===== config.mk =====
export PLATFORM = sky130hd
export DESIGN_NAME = tod_drift_clock
export DESIGN_NICKNAME = d
export VERILOG_FILES = /design/src/rtl/tod_pkg.sv /design/src/rtl/tod_rst_sync.sv /design/src/rtl/tod_regs.sv /design/src/rtl/tod_rate_counter.sv /design/src/rtl/tod_accum.sv /design/src/rtl/tod_drift_clock.sv
export SDC_FILE = /design/constraint.sdc
export NUM_CORES = 1
export LEC_CHECK = 0
export BUFFER_PORTS_ARGS = -buffer_cell sky130_fd_sc_hd__buf_2
export CORE_MARGIN = 10
export CORE_UTILIZATION = 62
export DETAILED_ROUTE_END_ITERATION = 8
export PLACE_DENSITY = 0.85
export REMOVE_ABC_BUFFERS = 1
export SLEW_MARGIN = 20
export SYNTH_ARGS = -nofsm -noshare
export SYNTH_HDL_FRONTEND = slang
export SYNTH_SLANG_ARGS = --single-unit

===== constraint.sdc =====
create_clock -name clk -period 9.05 [get_ports clk]
set_input_delay 0.4525 -clock clk [delete_from_list [all_inputs] [get_ports clk]]
set_output_delay 0.4525 -clock clk [all_outputs]
set_load 0.01 [all_outputs]

===== src/rtl/tod_pkg.sv =====
package tod_pkg;
  localparam int PNS_W  = 4;
  localparam int FNS_W  = 16;
  localparam int STEP_W = PNS_W + FNS_W;
  localparam int ADDR_W = 8;
  localparam int DATA_W = 32;

  localparam logic [ADDR_W-1:0] ADDR_PERIOD = 8'h00;
  localparam logic [ADDR_W-1:0] ADDR_CORR   = 8'h04;
  localparam logic [ADDR_W-1:0] ADDR_IVAL   = 8'h08;

  typedef struct packed {
    logic [PNS_W-1:0] ns;
    logic [FNS_W-1:0] fns;
  } tod_step_t;
endpackage


===== src/rtl/tod_rst_sync.sv =====
module tod_rst_sync (
  input  logic clk,
  input  logic rst_n,
  output logic rst_n_sync
);
  logic meta_q;

  always_ff @(posedge clk or negedge rst_n) begin
    if (!rst_n) begin
      meta_q     <= 1'b0;
      rst_n_sync <= 1'b0;
    end else begin
      meta_q     <= 1'b1;
      rst_n_sync <= meta_q;
    end
  end
endmodule


===== src/rtl/tod_regs.sv =====
module tod_regs
  import tod_pkg::*;
#(
  parameter int RATE_W = 16
) (
  input  logic              clk,
  input  logic              rst_n,
  input  logic              wr_en,
  input  logic [ADDR_W-1:0] addr,
  input  logic [DATA_W-1:0] wdata,
  output logic [DATA_W-1:0] rdata,
  output tod_step_t         period_q,
  output tod_step_t         corr_q,
  output logic [RATE_W-1:0] ival_q,
  output logic              ival_wr
);
  logic      period_we, corr_we;
  tod_step_t period_d, corr_d;
  logic [RATE_W-1:0] ival_d;
  logic unused_wdata_bits;

  assign unused_wdata_bits = ^wdata[DATA_W-1:STEP_W];

  // next-state
  always_comb begin
    period_we = wr_en && (addr == ADDR_PERIOD);
    corr_we   = wr_en && (addr == ADDR_CORR);
    ival_wr   = wr_en && (addr == ADDR_IVAL);
    period_d  = period_we ? tod_step_t'(wdata[STEP_W-1:0]) : period_q;
    corr_d    = corr_we   ? tod_step_t'(wdata[STEP_W-1:0]) : corr_q;
    ival_d    = ival_wr   ? wdata[RATE_W-1:0]             : ival_q;
  end

  // registers
  always_ff @(posedge clk or negedge rst_n) begin
    if (!rst_n) begin
      period_q <= '0;
      corr_q   <= '0;
      ival_q   <= '0;
    end else begin
      period_q <= period_d;
      corr_q   <= corr_d;
      ival_q   <= ival_d;
    end
  end

  // readback
  always_comb begin
    rdata = '0;
    case (addr)
      ADDR_PERIOD: rdata = DATA_W'(period_q);
      ADDR_CORR:   rdata = DATA_W'(corr_q);
      ADDR_IVAL:   rdata = DATA_W'(ival_q);
      default:     rdata = '0;
    endcase
  end
endmodule


===== src/rtl/tod_rate_counter.sv =====
module tod_rate_counter #(
  parameter int RATE_W = 16
) (
  input  logic              clk,
  input  logic              rst_n,
  input  logic [RATE_W-1:0] ival,
  input  logic              restart,
  output logic              corr_due,
  output logic [RATE_W-1:0] cnt_q
);
  logic [RATE_W-1:0] cnt_d;
  logic              active;

  always_comb begin
    active   = (ival != '0);
    corr_due = active && (cnt_q == ival - 1'b1);
    if (restart || !active || corr_due) cnt_d = '0;
    else                                cnt_d = cnt_q + 1'b1;
  end

  always_ff @(posedge clk or negedge rst_n) begin
    if (!rst_n) cnt_q <= '0;
    else        cnt_q <= cnt_d;
  end
endmodule


===== src/rtl/tod_accum.sv =====
module tod_accum
  import tod_pkg::*;
#(
  parameter int NS_PER_SEC = 1_000_000_000,
  parameter int SEC_W      = 48,
  parameter int NS_W       = 30
) (
  input  logic             clk,
  input  logic             rst_n,
  input  tod_step_t        period,
  input  tod_step_t        corr,
  input  logic             corr_due,
  output logic [SEC_W-1:0] sec_q,
  output logic [NS_W-1:0]  ns_q,
  output logic [FNS_W-1:0] fns_q,
  output logic             sec_wrap
);
  localparam logic [NS_W:0] NS_LIM = (NS_W+1)'(NS_PER_SEC);

  logic [PNS_W:0]   add_ns;
  logic [FNS_W:0]   add_fns;
  logic [FNS_W+1:0] fns_sum;
  logic [1:0]       fns_carry;
  logic [NS_W:0]    ns_sum;
  logic [SEC_W-1:0] sec_d;
  logic [NS_W-1:0]  ns_d;
  logic [FNS_W-1:0] fns_d;

  always_comb begin
    add_ns    = {1'b0, period.ns}  + (corr_due ? {1'b0, corr.ns}  : '0);
    add_fns   = {1'b0, period.fns} + (corr_due ? {1'b0, corr.fns} : '0);
    fns_sum   = {2'b00, fns_q} + {1'b0, add_fns};
    fns_carry = fns_sum[FNS_W+1:FNS_W];
    ns_sum    = {1'b0, ns_q} + (NS_W+1)'(add_ns) + (NS_W+1)'(fns_carry);
    sec_wrap  = (ns_sum >= NS_LIM);
    fns_d     = fns_sum[FNS_W-1:0];
    ns_d      = sec_wrap ? NS_W'(ns_sum - NS_LIM) : ns_sum[NS_W-1:0];
    sec_d     = sec_q + SEC_W'(sec_wrap);
  end

  always_ff @(posedge clk or negedge rst_n) begin
    if (!rst_n) begin
      sec_q <= '0;
      ns_q  <= '0;
      fns_q <= '0;
    end else begin
      sec_q <= sec_d;
      ns_q  <= ns_d;
      fns_q <= fns_d;
    end
  end
endmodule


===== src/rtl/tod_drift_clock.sv =====
module tod_drift_clock
  import tod_pkg::*;
#(
  parameter  int NS_PER_SEC = 1_000_000_000,
  parameter  int SEC_W      = 48,
  parameter  int RATE_W     = 16,
  localparam int NS_W       = $clog2(NS_PER_SEC)
) (
  input  logic              clk,
  input  logic              rst_n,
  input  logic              wr_en,
  input  logic [ADDR_W-1:0] addr,
  input  logic [DATA_W-1:0] wdata,
  output logic [DATA_W-1:0] rdata,
  output logic [SEC_W-1:0]  tod_sec,
  output logic [NS_W-1:0]   tod_ns,
  output logic [FNS_W-1:0]  tod_fns
);
  logic              rst_n_sync;
  tod_step_t         period_q, corr_q;
  logic [RATE_W-1:0] ival_q, rate_cnt;
  logic              ival_wr, corr_due, sec_wrap;

  tod_rst_sync u_rst (
    .clk        (clk),
    .rst_n      (rst_n),
    .rst_n_sync (rst_n_sync)
  );

  tod_regs #(.RATE_W(RATE_W)) u_regs (
    .clk      (clk),
    .rst_n    (rst_n_sync),
    .wr_en    (wr_en),
    .addr     (addr),
    .wdata    (wdata),
    .rdata    (rdata),
    .period_q (period_q),
    .corr_q   (corr_q),
    .ival_q   (ival_q),
    .ival_wr  (ival_wr)
  );

  tod_rate_counter #(.RATE_W(RATE_W)) u_rate (
    .clk      (clk),
    .rst_n    (rst_n_sync),
    .ival     (ival_q),
    .restart  (ival_wr),
    .corr_due (corr_due),
    .cnt_q    (rate_cnt)
  );

  tod_accum #(.NS_PER_SEC(NS_PER_SEC), .SEC_W(SEC_W), .NS_W(NS_W)) u_acc (
    .clk      (clk),
    .rst_n    (rst_n_sync),
    .period   (period_q),
    .corr     (corr_q),
    .corr_due (corr_due),
    .sec_q    (tod_sec),
    .ns_q     (tod_ns),
    .fns_q    (tod_fns),
    .sec_wrap (sec_wrap)
  );
endmodule


Yosys cells after proc, flatten, opt, wreduce, memory -nomap -nowiden
Index checks and enable logic that the tools add are counted.
Storage, ports and cells
  register bits after elaboration: 168
  logic and storage cells: 38
  latch bits: 0
  memories kept: 0
  bits in read-only memories: 0
  bits in writable memories: 0
Cells by class
  eq/ne operators: 3
  order comparisons: 1
  bitwise logic cells: 0
  multiply operators: 0
  div/mod/pow operators: 0
  muxes and demuxes: 5
  add/sub/neg operators: 9
  shift operators: 0
  reduce and logical (&&, ||, !) cells: 9
Operators by type and width (number)
  one-hot mux 20 bit (3 select lines): 1
  adder 48 x 1 -> 48 bit: 1
  2-to-1 mux 16 bit: 2
  adder 30 x 5 -> 31 bit: 1
  adder 31 x 2 -> 31 bit: 1
  greater-or-equal comparator 31 x 30 -> 1 bit, second input constant: 1
  2-to-1 mux 30 bit: 1
  subtractor 30 bit, second input constant: 1
  adder 16 x 17 -> 18 bit: 1
  adder 16 x 17 -> 17 bit: 1
  adder 16 x 1 -> 16 bit, second input constant: 1
  equality test 16 bit: 1
  nonzero test 16 bit: 1
  subtractor 16 x 1 -> 16 bit, second input constant: 1
  equality test 8 x 3 -> 1 bit, second input constant: 1
  equality test 8 x 4 -> 1 bit, second input constant: 1
  logical NOT 8 bit: 1
  adder 4 x 5 -> 5 bit: 1
  logical AND 1 bit: 4
  2-to-1 mux 4 bit: 1
  logical OR 1 bit: 2
  logical NOT 1 bit: 1

Logic depth before layout (Yosys ltp)
  word-level depth: 9
  depth in mapped cells: 56
  mapped depth without buffers: 54

Cells and area by module
A second synthesis with hierarchy kept.
Second synthesis, totals
  cell total of the unflattened synthesis: 1048
  area, all modules: 10715.3 sq um
Modules (own cells, without submodules)
  tod_accum: area an instance 6522.5 sq um, times used 1, cells an instance 673
  tod_regs: area an instance 2781.4 sq um, times used 1, cells an instance 219
  tod_rate_counter: area an instance 1357.6 sq um, times used 1, cells an instance 153
  tod_rst_sync: area an instance 53.8 sq um, times used 1, cells an instance 3

Least setup slack after synthesis
Ideal clock, no wire load.
  path type: register -> register
  start point: register u_regs.ival_q[2]
  end point: register u_acc.sec_q[46]
  arrival: 11.439 ns
  stages on the path, launching flop included: 50
  path slack: -2.469 ns
  library setup time: 0.080 ns
  buffers on the path: 2
  required time: 8.970 ns
  cells stage by stage: dfrtp_1 -> or4_1 -> nor4_1 -> and3_1 -> a211oi_1 -> nor3_1 -> a31oi_1 -> a2111oi_0 -> clkbuf_1 -> and2_1 -> ha_1 -> inv_1 -> fa_1 -> nor2b_1 -> o31a_1 -> o211ai_1 -> nand2_1 -> a21oi_1 -> [... 14 more ...] -> buf_6 -> or3_1 -> a2111o_1 -> or4_4 -> nand3_1 -> nand2_1 -> inv_2 -> ha_1 -> ha_1 -> nand2_1 -> nor4_1 -> nand4_1 -> nor2_1 -> and3b_1 -> nor2b_1 -> nand3_1 -> nor2_1 -> xnor2_1
On the way
  word-level cells in the longest chain between the ends: 9
RTL lines
  start, declared: line tod_regs.sv:14  | output logic [RATE_W-1:0] ival_q,
  start signal, assigned: line tod_regs.sv:43  | ival_q <= ival_d;
  subtractor 16 x 1 -> 16 bit: line tod_rate_counter.sv:16  | corr_due = active && (cnt_q == ival - 1'b1);
  equality test 16 bit: line tod_rate_counter.sv:16
  logical AND 1 bit (*): line tod_rate_counter.sv:16
  2-to-1 mux 16 bit / 2-to-1 mux 4 bit (equally long branches): line tod_accum.sv:31, tod_accum.sv:30
  adder 16 x 17 -> 17 bit / adder 4 x 5 -> 5 bit (equally long branches): line tod_accum.sv:31, tod_accum.sv:30
  adder 16 x 17 -> 18 bit / adder 30 x 5 -> 31 bit (equally long branches): line tod_accum.sv:32, tod_accum.sv:34
  adder 31 x 2 -> 31 bit (*): line tod_accum.sv:34  | ns_sum = {1'b0, ns_q} + (NS_W+1)'(add_ns) + (NS_W+1)'(fns_carry);
  greater-or-equal comparator 31 x 30 -> 1 bit (*): line tod_accum.sv:35  | sec_wrap = (ns_sum >= NS_LIM);
  adder 48 x 1 -> 48 bit (*): line tod_accum.sv:38  | sec_d = sec_q + SEC_W'(sec_wrap);
  net u_acc.sec_d[46]: line tod_accum.sv:25  | logic [SEC_W-1:0] sec_d;
  end signal, assigned: line tod_accum.sv:43  | sec_q <= '0;
  end signal, assigned: line tod_accum.sv:47  | sec_q <= sec_d;
  end, declared: line tod_accum.sv:13  | output logic [SEC_W-1:0] sec_q,
The timed path passes the listed nets; every way through them passes the cells marked *.
A chain may end at the register's enable or synchronous reset.

Worst setup path in the final report
  start point: register u_regs.ival_q[9]
  end point: register u_acc.sec_q[46]
The elaborated chain is that of the path after synthesis.

==> summary.md <==
| Metric | Value |
|---|---|
| Status | finished with violations |
| Failing checks | negative setup slack |
| Synth Warn # | 0 |
| Sequential area share after synthesis | around 40% |
| CP Capture Type | flop |
| Worst Path Arrival | 11.24 ns |
| Residual DRC count | 0 |
| Flops & latches, synth | 168 |
| Cell row count | between 40 and 50 |
| Die width | approximately 150 um |
| Top FF cell, synth | dfrtp_1 |
| Top Ports | 169 |
| Synth cell types | 76 |
| Final hold violation count | 0 |
| Mapped Cells | 1,070 |
| Starting Density | 63.0% |
| CTS Sinks | 168 |
| Post-synthesis cell area | approximately 10,000 um^2 |
| DR pass1 iterations | 7 |
| Post-synth EDFFs | 0 |
| Setup crit start | u_regs.ival_q[9]$_DFFE_PN0P_ |
| Average cell area after synthesis | 9.73 um^2 |
| Core footprint | 16,500 um^2 |
| Synth area leader | dfrtp_1 |
| Area contributors post-synth | dfrtp_1, xnor2_1, mux2_2 |
| Die height | approximately 150 um |
| Area delta synth->final | 40.6% |
| Pins over their slew limit | 0 |
| Tcrit/Tclk final | 120% |
| CP max stage cell | fa_1 |
| Port bufs | 144 |
| First-pass GRT wire length | ~55 mm |
| Largest net degree at the start of global routing | 77 |
| FF-to-FF Start | u_regs.ival_q[9]$_DFFE_PN0P_ |
| Maximum capacitance violations | 0 |
| RSZ-0062 raised after global routing | yes |
| Total gr overflow | 0 |
| Critical Path RT | 9.40 ns |
| Layout cells sized above 1 | 41.8% |
| Clock Skew | between 0.01 and 0.015 ns |
| Synth top area share | 40.4% |
| Initial antenna violation count | 2 |
| Pwr Total | 2.45 mW |
| GPL Wtd Cong | 0.947 |
| Post-route antenna net violation count | 0 |
| Max Clk Rate | ~0.09 GHz |
| Hpwl dp | around 22 mm |
| Lkg Pwr | between 7 and 8 nW |
| Fin crit period | 10.90 ns |
| DP Area | 12,600 um^2 |
| Pwr Density | 167 nW/um^2 |
| Least-Margin Pin Slew | about 1.2 ns |
| Fin nets | ~1,500 |
| RR Endpoint | u_acc.sec_q[46]$_DFF_PN0_ |
| Worst-Skew Late Latency | 0.45 ns |
| Initial drt markers | 1,348 |
| Crit path capture | u_acc.sec_q[46]$_DFF_PN0_ |
| Hold Crit Class | input port to flop |
| Final wirelength | around 42 mm |
| CP startpoint kind | flop |
| Cts bufs inserted | 17 |
| Vias | ~11,000 |
| Reg2reg setup slack | -1.85 ns |
| Maximum clock insertion buffer count | 2 |
| Clock slew at reported path FFs | 0.07 ns |
| Final worst setup slack | -1.85 ns |
| Worst reg-to-reg path cell count | 49 |
| Worst-path maximum fanout | 5 |
| Critical setup path kind | flop to flop |
| CTS root buffer | clkbuf_16 |
| Drt via density | around 6.8 |
| H-tree lvl count | 4 |
| Hold Path Origin | wdata[1] |
| Async SR Flop Fraction | 100% |
| Vias in the first global route | about 11,000 |
| CP max stage delay | 0.61 ns |
| Peak VDD IR | 0.000159 V |
| Final setup viols | 69 |
| Avg WL per Cell | ~25 um |
| Die Footprint | 22,400 um^2 |
| CTS tree | yes |
| Design area | 14,600 um^2 |
| # fillers | around 640 |
| All-Layer GR Usage | 30.6% |
| Rel. slew slack | 17.0% |
## registers in the layout (all words and copies together) (netlist names)
signal            flops
u_acc.ns_q           30
u_acc.sec_q          48
u_rst.meta_q          1
u_regs.ival_q        16
u_rate.cnt_q         16
u_acc.fns_q          16
u_regs.period_q      20
u_rst.rst_n_sync      1
u_regs.corr_q        20
## final cells by class
type	instances	area, um^2	share of cell area, %
diodes	2	5.00	0.0342
clock buffers	19	443	3.02
clock inverters	13	218	1.49
inverters	31	121	0.829
multi-input cells	842	6870	46.9
flip-flops and latches	168	4210	28.7
well taps	220	275	1.88
repair buffers	368	2510	17.1
## synthesized netlist by cell type (3+ instances only)
master	n
or4_1	4
dfrtp_1	168
a31oi_1	17
buf_2	4
or3_1	9
xor2_1	51
nor2_1	105
o31a_1	6
nor2b_1	9
and3_1	18
buf_4	13
nand2_1	65
xnor2_1	87
o21ai_0	23
o311ai_0	3
clkbuf_1	21
and2_1	23
a21o_1	10
nand3_1	48
o21a_1	11
and4_1	5
o22ai_1	3
fa_1	6
mux2_2	55
mux2i_1	22
nor4_1	11
nor3_1	31
nand4_1	19
nand2b_1	6
inv_1	29
or2_2	7
ha_1	49
o21ai_1	3
o211ai_1	21
a211oi_1	3
o21bai_1	5
a21oi_1	51
## critical path, delay by kind of cell (launching register included)
kind | cells | cell delay [ns]
buffers and inverters | 8 | 0.99
flip-flops | 1 | 0.39
XOR/XNOR | 1 | 0.15
AND/OR/NAND/NOR | 20 | 4.56
adder cells (fa/ha/maj) | 7 | 2.03
AO/OA/AOI/OAI | 13 | 2.68
## stage by stage
step                worst slack [ns]  utilization [%]  hold WS [ns]  cells  setup TNS [ns]
finish                         -1.85             88.6         0.261   1663          -66.84
global route                   -2.15             88.6         0.267   1661          -87.38
CTS                            -1.36             84.8         0.253   1640          -41.89
detailed placement             -1.75             76.3         0.244   1584          -55.18
global placement               -1.50             76.3         0.238   1584          -38.17
floorplan                      -3.70                -         0.157   1040         -169.90
## cells in the final DEF, fill, tap and decap left out, types with 21 or more instances in the layout
cell type,synthesis,final
a21oi_1,51,40
and2_1,23,21
buf_2,4,144
buf_4,13,197
buf_6,1,25
dfrtp_1,168,167
ha_1,49,44
inv_1,29,26
mux2_2,55,55
mux2i_1,22,22
nand2_1,65,54
nand3_1,48,35
nor2_1,105,91
nor3_1,31,23
o211ai_1,21,21
xnor2_1,87,76
xor2_1,51,47
## layer usage
metal / routed length, um / up-vias / track usage, %
li1: - / 4527 / -
met1: 13900 / 5244 / 35.4
met5: 0 / - / 0
met3: 4590 / 397 / 5.92
met2: 19600 / 1074 / 53.5
met4: 3670 / 0 / 14.0
## kinds of logic (layout without fill, tap and decap cells)
family / Yosys count / in the layout / share of synthesized area (%)
and+or+nand+nor: 379 / 379 / 18.4
AOI/OAI and AO/OA: 179 / 180 / 11.3
DFF: 168 / 168 / 40.4
xor gates and xnor gates: 138 / 138 / 11.6
muxes: 77 / 77 / 8.06
buffers and inverters: 72 / 431 / 3.18
adders and majority gates: 55 / 55 / 7.04
other: 2 / 15 / 0.0721
## report_power, final
| part | internal, mW | switching [mW] |
|---|---|---|
| combinational | 0.337 | 0.393 |
| sequential | 0.821 | 0.0630 |
| clock | 0.502 | 0.335 |
## worst min-delay path by stage
stage / cells past startpoint / slack, ns / endpoint
6_report: 3 / 0.26 / u_regs.period_q[1]$_DFFE_PN0P_
5_1_grt: 2 / 0.27 / u_regs.period_q[16]$_DFFE_PN0P_
4_1_cts: 3 / 0.25 / u_regs.period_q[1]$_DFFE_PN0P_
3_5_place_dp: 1 / 0.24 / u_rst.meta_q$_DFF_PN0_
3_3_place_gp: 1 / 0.24 / u_rst.meta_q$_DFF_PN0_
2_1_floorplan: 0 / 0.16 / u_rst.meta_q$_DFF_PN0_
## repair_timing
action | 4_1_cts | 5_1_grt
pin swaps | 57 | 71
setup endpoints to repair | 69 | 69
hold buffers | 1 | 0
buffers inserted | 37 | 33
endpoints found under the hold margin | 2 | 0
resized for setup | 123 | 96
cloned | 0 | 1
(Power assumes the default switching activity.)
